--- config.mk ---
export PLATFORM = sky130hd
export DESIGN_NAME = pixel_serializer
export DESIGN_NICKNAME = d
export VERILOG_FILES = /design/src/rtl/pxs_pkg.sv /design/src/rtl/pxs_timing.sv /design/src/rtl/pxs_fetch.sv /design/src/rtl/pxs_shifter.sv /design/src/rtl/pixel_serializer.sv
export SDC_FILE = /design/constraint.sdc
export NUM_CORES = 1
export LEC_CHECK = 0
export BUFFER_PORTS_ARGS = -buffer_cell sky130_fd_sc_hd__buf_4
export CORE_AREA = 2 2 59 61
export CTS_CLUSTER_DIAMETER = 150
export DETAILED_ROUTE_END_ITERATION = 12
export DIE_AREA = 0 0 61 63
export PLACE_DENSITY = 0.77
export SKIP_CTS_REPAIR_TIMING = 1
export SYNTH_ARGS = -nofsm -noshare
export SYNTH_HDL_FRONTEND = slang
export SYNTH_SLANG_ARGS = --single-unit
--- constraint.sdc ---
create_clock -name clk -period 2.19 [get_ports clk]
set_clock_uncertainty 0.05 [all_clocks]
set_input_delay 0.1095 -clock clk [delete_from_list [all_inputs] [get_ports clk]]
set_output_delay 0.1095 -clock clk [all_outputs]
set_load 0.02 [all_outputs]
--- src/rtl/pxs_pkg.sv ---
package pxs_pkg;

    typedef enum logic [1:0] {
        ST_IDLE,
        ST_LEAD,
        ST_SHOW,
        ST_TAIL
    } pxs_state_e;

endpackage

--- src/rtl/pxs_timing.sv ---
module pxs_timing
    import pxs_pkg::*;
#(
    parameter int CLKS_PER_PIX   = 4,
    parameter int PIX_PER_BYTE   = 8,
    parameter int BYTES_PER_LINE = 32,
    parameter int LEAD_CLKS      = 7
) (
    input  logic clk,
    input  logic rst_n,
    input  logic active,
    output logic load,
    output logic shift,
    output logic line_end,
    output logic show
);

    localparam int LW = $clog2(LEAD_CLKS + 1);
    localparam int PW = $clog2(CLKS_PER_PIX + 1);
    localparam int BW = $clog2(PIX_PER_BYTE + 1);
    localparam int SW = $clog2(BYTES_PER_LINE + 1);

    pxs_state_e state, state_nx;

    logic [LW-1:0] lead_cnt;
    logic [PW-1:0] pix_cnt;
    logic [BW-1:0] bit_cnt;
    logic [SW-1:0] slot_cnt;

    logic lead_done, pix_end, byte_end, last_slot;

    assign lead_done = (state == ST_LEAD) && (lead_cnt == LW'(LEAD_CLKS - 1));
    assign pix_end   = (pix_cnt == PW'(CLKS_PER_PIX - 1));
    assign byte_end  = pix_end && (bit_cnt == BW'(PIX_PER_BYTE - 1));
    assign last_slot = (slot_cnt == SW'(BYTES_PER_LINE - 1));

    // state register
    always_ff @(posedge clk or negedge rst_n) begin
        if (!rst_n) begin
            state <= ST_IDLE;
        end else begin
            state <= state_nx;
        end
    end

    // transitions: start, open, close, abort
    always_comb begin
        state_nx = state;
        unique case (state)
            ST_IDLE: if (active) state_nx = ST_LEAD;
            ST_LEAD: begin
                if (!active)        state_nx = ST_IDLE;
                else if (lead_done) state_nx = ST_SHOW;
            end
            ST_SHOW: begin
                if (!active)                    state_nx = ST_IDLE;
                else if (byte_end && last_slot) state_nx = ST_TAIL;
            end
            ST_TAIL: if (!active) state_nx = ST_IDLE;
        endcase
    end

    // strobes towards the datapath
    always_comb begin
        show     = (state == ST_SHOW);
        load     = active && (lead_done || (show && byte_end && !last_slot));
        shift    = active && show && pix_end && !byte_end;
        line_end = active && show && byte_end && last_slot;
    end

    always_ff @(posedge clk or negedge rst_n) begin
        if (!rst_n) begin
            lead_cnt <= '0;
            pix_cnt  <= '0;
            bit_cnt  <= '0;
            slot_cnt <= '0;
        end else begin
            if (state == ST_LEAD) lead_cnt <= lead_cnt + LW'(1);
            else                  lead_cnt <= '0;

            if (load) begin
                pix_cnt  <= '0;
                bit_cnt  <= '0;
                slot_cnt <= lead_done ? '0 : slot_cnt + SW'(1);
            end else if (show) begin
                if (pix_end) begin
                    pix_cnt <= '0;
                    bit_cnt <= bit_cnt + BW'(1);
                end else begin
                    pix_cnt <= pix_cnt + PW'(1);
                end
            end
        end
    end

endmodule

--- src/rtl/pxs_fetch.sv ---
module pxs_fetch #(
    parameter int PIX_PER_BYTE = 8
) (
    input  logic                    clk,
    input  logic                    rst_n,
    input  logic [PIX_PER_BYTE-1:0] in_data,
    input  logic                    in_valid,
    output logic                    in_ready,
    input  logic                    take,
    output logic [PIX_PER_BYTE-1:0] held_data,
    output logic                    held_full
);

    logic accept;

    assign in_ready = !held_full;
    assign accept   = in_valid && in_ready;

    always_ff @(posedge clk or negedge rst_n) begin
        if (!rst_n) begin
            held_full <= 1'b0;
            held_data <= '0;
        end else begin
            if (take)   held_full <= 1'b0;
            if (accept) begin
                held_full <= 1'b1;
                held_data <= in_data;
            end
        end
    end

endmodule

--- src/rtl/pxs_shifter.sv ---
module pxs_shifter #(
    parameter int PIX_PER_BYTE = 8
) (
    input  logic                    clk,
    input  logic                    rst_n,
    input  logic                    load,
    input  logic                    shift,
    input  logic                    show,
    input  logic                    fill_ok,
    input  logic [PIX_PER_BYTE-1:0] fill_data,
    output logic                    starve,
    output logic                    video
);

    logic [PIX_PER_BYTE-1:0] shreg;
    logic                    slot_ok;

    assign starve = load && !fill_ok;
    assign video  = show && slot_ok && shreg[PIX_PER_BYTE-1];

    always_ff @(posedge clk or negedge rst_n) begin
        if (!rst_n) begin
            shreg   <= '0;
            slot_ok <= 1'b0;
        end else if (load) begin
            slot_ok <= fill_ok;
            shreg   <= fill_ok ? fill_data : '0;
        end else if (shift) begin
            shreg   <= {shreg[PIX_PER_BYTE-2:0], 1'b0};
        end
    end

endmodule

--- src/rtl/pixel_serializer.sv ---
module pixel_serializer #(
    parameter int CLKS_PER_PIX   = 4,
    parameter int PIX_PER_BYTE   = 8,
    parameter int BYTES_PER_LINE = 32,
    parameter int LEAD_CLKS      = 7
) (
    input  logic                    clk,
    input  logic                    rst_n,
    input  logic                    line_active,
    input  logic [PIX_PER_BYTE-1:0] pix_data,
    input  logic                    pix_valid,
    output logic                    pix_ready,
    input  logic                    underrun_clr,
    output logic                    video_out,
    output logic                    underrun
);

    logic t_load, t_shift, t_line_end, t_show;
    logic [PIX_PER_BYTE-1:0] held_data;
    logic held_full, starve;

    pxs_timing #(
        .CLKS_PER_PIX  (CLKS_PER_PIX),
        .PIX_PER_BYTE  (PIX_PER_BYTE),
        .BYTES_PER_LINE(BYTES_PER_LINE),
        .LEAD_CLKS     (LEAD_CLKS)
    ) u_timing (
        .clk     (clk),
        .rst_n   (rst_n),
        .active  (line_active),
        .load    (t_load),
        .shift   (t_shift),
        .line_end(t_line_end),
        .show    (t_show)
    );

    pxs_fetch #(.PIX_PER_BYTE(PIX_PER_BYTE)) u_fetch (
        .clk      (clk),
        .rst_n    (rst_n),
        .in_data  (pix_data),
        .in_valid (pix_valid),
        .in_ready (pix_ready),
        .take     (t_load),
        .held_data(held_data),
        .held_full(held_full)
    );

    pxs_shifter #(.PIX_PER_BYTE(PIX_PER_BYTE)) u_shift (
        .clk      (clk),
        .rst_n    (rst_n),
        .load     (t_load),
        .shift    (t_shift),
        .show     (t_show),
        .fill_ok  (held_full),
        .fill_data(held_data),
        .starve   (starve),
        .video    (video_out)
    );

    // sticky starvation flag, a new event wins over clear
    always_ff @(posedge clk or negedge rst_n) begin
        if (!rst_n)            underrun <= 1'b0;
        else if (starve)       underrun <= 1'b1;
        else if (underrun_clr) underrun <= 1'b0;
    end

endmodule

Yosys cells after proc, flatten, opt, wreduce, memory -nomap -nowiden
Cells that the tools add are included.
{ "classes": {"n_addsub": 4, "n_mul": 0, "n_div": 0, "magnitude_cmp": 0, "n_eq_ne": 11, "shifts": 0, "n_mux": 22, "n_bitwise": 0, "n_reduce_logical": 25} }
{ "ops": {"columns": ["cell", "count"], "rows": [
  ["$mux W8", 3],
  ["$logic_and A1 B1 Y1", 13],
  ["$mux W2", 6],
  ["$mux W3", 4],
  ["$mux W4", 3],
  ["$reduce_bool A2 Y1", 5],
  ["$pmux W2 S4", 1],
  ["$add A3 B1 Y3 const B", 2],
  ["$add A6 B1 Y6 const B", 1],
  ["$eq A6 B5 Y1 const B", 1],
  ["$mux W6", 1],
  ["$add A4 B1 Y4 const B", 1],
  ["$eq A2 B2 Y1 const B", 2],
  ["$eq A4 B3 Y1 const B", 1],
  ["$mux W1", 4],
  ["$ne A2 B2 Y1 const B", 2],
  ["$reduce_and A4 Y1", 1],
  ["$eq A3 B2 Y1 const B", 1],
  ["$eq A3 B3 Y1 const B", 1],
  ["$logic_not A1 Y1", 3],
  ["$ne A3 B2 Y1 const B", 1],
  ["$ne A3 B3 Y1 const B", 1],
  ["$eq A2 B1 Y1 const B", 1],
  ["$logic_not A2 Y1", 1],
  ["other kinds (2)", 2]
]} }
{ "word_totals": {"register_bits": 37, "latchBits": 0, "ramBits": 0, "romBits": 0, "output_inout_bits": 3, "elab_cells": 72, "n_memories": 0} }

Logic depth before layout (Yosys ltp)
{ "depth": {"word_depth": 8, "mapped_depth": 7, "mapped_depth_nobuf": 6} }

Cells and area by module
A second synthesis with hierarchy kept.
{ "hier_totals": {"hier_cells": 152, "area_unflattened_um2": 1770.4} }
{ "modules_own_cells": {"columns": ["mod", "instances", "cells_per_inst", "area_each_um2", "seq_area_each_um2"], "rows": [
  ["pxs_timing", 1, 94, 929.6, 450.4],
  ["pxs_shifter", 1, 34, 430.4, 225.2],
  ["pxs_fetch", 1, 21, 374.1, 225.2],
  ["pixel_serializer", 1, 3, 36.3, 25.0]
]} }

Worst setup path before layout
OpenSTA, ideal clock, no wires.
{ "synth_path": {"kind": "reg2reg", "start": "register u_timing.pix_cnt[0]", "end": "register u_shift.slot_ok", "setup_ns": 0.125, "t_arrival_ns": 1.665, "required_ns": 2.015, "setup_slack_ns": 0.350, "path_stages_with_launch": 7, "synth_period_minus_slack_ns": 1.840, "path_cell_list": "dfrtp_1 > ha_1 > and4bb_1 > buf_6 > o311a_4 > o21ai_4 > mux2_4"} }
{ "synth_between": {"elab_chain_len": 6} }
{ "synth_rtl": {"columns": ["element", "line", "text"], "rows": [
  ["from (decl)", "pxs_timing.sv:26", "logic [PW-1:0] pix_cnt;"],
  ["from (signal assigned)", "pxs_timing.sv:90", "pix_cnt <= pix_cnt + PW'(1);"],
  ["$eq A3 B2 Y1", "pxs_timing.sv:33", "assign pix_end = (pix_cnt == PW'(CLKS_PER_PIX - 1));"],
  ["$logic_and A1 B1 Y1", "pxs_timing.sv:34", "assign byte_end = pix_end && (bit_cnt == BW'(PIX_PER_BYTE - 1));"],
  ["$logic_and A1 B1 Y1 (2 in a row)", "pxs_timing.sv:66", "load = active && (lead_done || (show && byte_end && !last_slot));"],
  ["$logic_or A1 B1 Y1", "pxs_timing.sv:66", null],
  ["$logic_and A1 B1 Y1", "pxs_timing.sv:66", null],
  ["to (signal assigned)", "pxs_shifter.sv:26", "slot_ok <= fill_ok;"],
  ["to (decl)", "pxs_shifter.sv:16", "logic slot_ok;"]
]} }
No other way between the ends.
A chain may end at the register's enable or synchronous reset.

Worst setup path in the final report
{ "layout_path": {"start": "register u_timing.pix_cnt[0]", "end": "register u_timing.slot_cnt[0]"} }
{ "layout_between": {"elab_chain_len": 6} }
{ "layout_rtl": {"columns": ["element", "line", "text"], "rows": [
  ["$eq A3 B2 Y1", "pxs_timing.sv:33", null],
  ["$logic_and A1 B1 Y1", "pxs_timing.sv:34", null],
  ["$logic_and A1 B1 Y1 (2 in a row)", "pxs_timing.sv:66", null],
  ["$logic_or A1 B1 Y1", "pxs_timing.sv:66", null],
  ["$logic_and A1 B1 Y1", "pxs_timing.sv:66", null],
  ["to (signal assigned)", "pxs_timing.sv:84", "slot_cnt <= lead_done ? '0 : slot_cnt + SW'(1);"],
  ["to (decl)", "pxs_timing.sv:28", "logic [SW-1:0] slot_cnt;"]
]} }
No other way between the ends.

==> impl_metrics.toml <==
[run_status]
outcome = "complete, no violations"

[critical_path]
reg2reg_setup_slack_ps = 220
path_max_fanout = 7
critPathArrivalTime_ps = 2150
reg2reg_to = "u_timing.slot_cnt[0]$_DFFE_PN0P_"
worstPathRequired_ps = 2380
worst-setup-path-type = "reg -> reg"
cp-startpoint = "u_timing.pix_cnt[0]$_DFFE_PN0P_"
cp-end-kind = "register"
r2r-start = "u_timing.pix_cnt[0]$_DFFE_PN0P_"
r2r.worst_path.cells = 5
cp-start-kind = "register"

[sta]
tightest_slew_ps = 461
fin_crit_sh_pct = 89.7
rsz0062_at_grt = "no"
setup_viol_count_final = 0
max_slew_margin_pct = 69.2
setup_tns_ps = 0
finalCriticalPeriod_ps = 1970
slew_viol_final = 0
max_freq_mhz = 509
hold_ws_ps = 197
hold_viol = 0

[drt]
drc_errors = 0
ant_nets = 0
totalWireLength_mm = 3.67
viasPerCell = 5.57
wl_per_cell_um = 15.5
firstDrtPassIters = 4
dr_total_vias = 1319
drt_iter0_markers = 53

[cts]
clockRootBuffer = "clkbuf_4"
clk_pin_slew_worst_paths_ps = 110
cts_buffers = 5
h-tree-depth = 2
worstSkewPairLatency_ps = 340
cts_tree = "yes"
cts_buffer_depth = 2
cts_sinks = 37

[synthesis]
async_reset_ff_share_pct = 100
synth_top_area_share_pct = 51.1
netlist_instances = 159
synth_commonest_cells = "dfrtp_1 (37), nand2_1 (17), mux2i_1 (13), nor2_1 (11)"
synth_warnings = 0
synthesis.area_sq_um = 1810
postSynthAreaPerCell_sq_um = 11.4
synthFlopType = "dfrtp_1"
synth.most_common_cell = "dfrtp_1"
synth_top_cell_by_area = "dfrtp_1"
yosys-top-cells-area = "dfrtp_1 (51%), mux2i_1 (7.2%), mux2_2 (5.0%), nand2_1 (3.5%), ha_1 (3.5%)"
yosysUniqueCellTypes = 46
synth_nets = 177
synth_seq_area_share_pct = 51.1
synth-edff-count = 0
yosys_register_bits = 37

[grt]
grt_pass1_wl_mm = 5.85
antenna_found_initial = 0
grt_max_degree = 38
grt_pass1_vias = 1330
grt_use_total_pct = 20.9
grt_overflow = 0

[die]
die_h_um = 63
dieArea_sq_um = 3840
initial_utilization_pct = 56.1
fp.coreArea_sq_um = 3230
rows = 21
ios = 16
die_w_um = 61

[pwr]
powerDensity_nw_per_um2 = 677
ir_drop_mv = 0.671
p_leak_nw = 1.05

[place]
place_congestion = 0.911
dp_hpwl_mm = 2.47
port_buffers = 15

[job]
cap_violations = 0

[hold_path]
min_path_type = "in -> async"

[finish]
nets = 209
final_layout_size_suffix_gt1_share_pct = 20.9
syn_to_final_growth_pct = 19.8
n_antenna_cell = 0
[layout make-up]
| cell class | count | area [sq um] |
|---|---|---|
| inverters | 8 | 30.0 |
| fillers | 249 | 1060 |
| clock inverters | 2 | 35.0 |
| flip-flops and latches | 37 | 926 |
| repair buffers | 30 | 255 |
| multi-input cells | 109 | 828 |
| clock buffers | 5 | 37.5 |
| well taps | 46 | 57.6 |
[power by group]
group | leakage (nW) | internal (mW) | switching, mW
registers | 0.463 | 0.757 | 0.0550
clock network | 0.0410 | 0.233 | 0.218
logic | 0.548 | 0.111 | 0.0946
total | 1.05 | 1.10 | 0.368
[flip-flops by register name, indices dropped and copies added, names as in the netlist]
name,cells
u_fetch.held_full,1
u_timing.state,2
u_timing.slot_cnt,6
u_fetch.held_data,8
u_timing.bit_cnt,4
u_timing.pix_cnt,3
u_timing.lead_cnt,3
u_shift.shreg,8
underrun,1
u_shift.slot_ok,1
[kinds of logic (layout without fill, tap and decap cells)]
logic type	after synthesis	count (layout)	share of synthesized area, %
AND/OR/NAND/NOR	56	56	17.6
flip-flops	37	37	51.1
multiplexers	23	23	13.6
AO/OA/AOI/OAI	21	21	9.12
buffers and inverters	13	45	3.18
adder cells (fa/ha/maj)	5	5	3.45
XOR/XNOR	4	4	1.93
[how the worst max path moves through the flow]
stage / endpoint / slack [ps] / cells after the start
floorplan: u_shift.slot_ok$_DFFE_PN0P_ / 350 / 6
global placement: u_timing.slot_cnt[0]$_DFFE_PN0P_ / 340 / 5
detailed placement: u_timing.slot_cnt[0]$_DFFE_PN0P_ / 270 / 5
CTS: u_shift.shreg[4]$_DFFE_PN0P_ / 240 / 6
global route: u_shift.shreg[4]$_DFFE_PN0P_ / 60 / 6
finish: u_timing.slot_cnt[0]$_DFFE_PN0P_ / 220 / 5
[through the flow]
stage          setup slack (ps)  area [sq um]  total power [mW]  util [%]  cells
2_1_floorplan               350          1810             0.939         -    159
3_5_place_dp                267          1980              1.01      61.2    218
3_3_place_gp                337          1980             0.994      61.2    218
4_1_cts                     235          2050              1.46      63.4    225
6_report                    225          2170              1.47      67.1    237
5_1_grt                    63.5          2170              1.55      67.1    237
[routing by layer]
metal / up-vias / track usage, % / share of wire (%)
met5: - / 0 / 0
met4: 0 / 8.70 / 1.9
met3: 6 / 6.21 / 3.1
met2: 25 / 34.4 / 55
met1: 662 / 24.8 / 40
li1: 626 / - / -
[layout by cell type (no fill, tap or decap), types with 2 or more instances in the layout]
master / count
nand3_1: 2
nor2_1: 11
nand4_1: 2
o221ai_1: 2
nand2_1: 17
a21oi_1: 6
clkbuf_4: 5
nor2b_1: 5
mux2i_1: 13
dfrtp_1: 37
ha_1: 5
dlygate4sd3_1: 12
or4_1: 2
xnor2_1: 2
o2111ai_1: 2
mux2_2: 8
and3_1: 3
inv_1: 8
xor2_1: 2
buf_4: 18
nand4b_1: 2
[critical path: stages (launching register included)]
cell	delay [ps]
dfrtp_1	410
ha_1	220
and4bb_1	410
o311a_4	310
o21a_1	150
mux2_1	330
(Power assumes the default switching activity.)
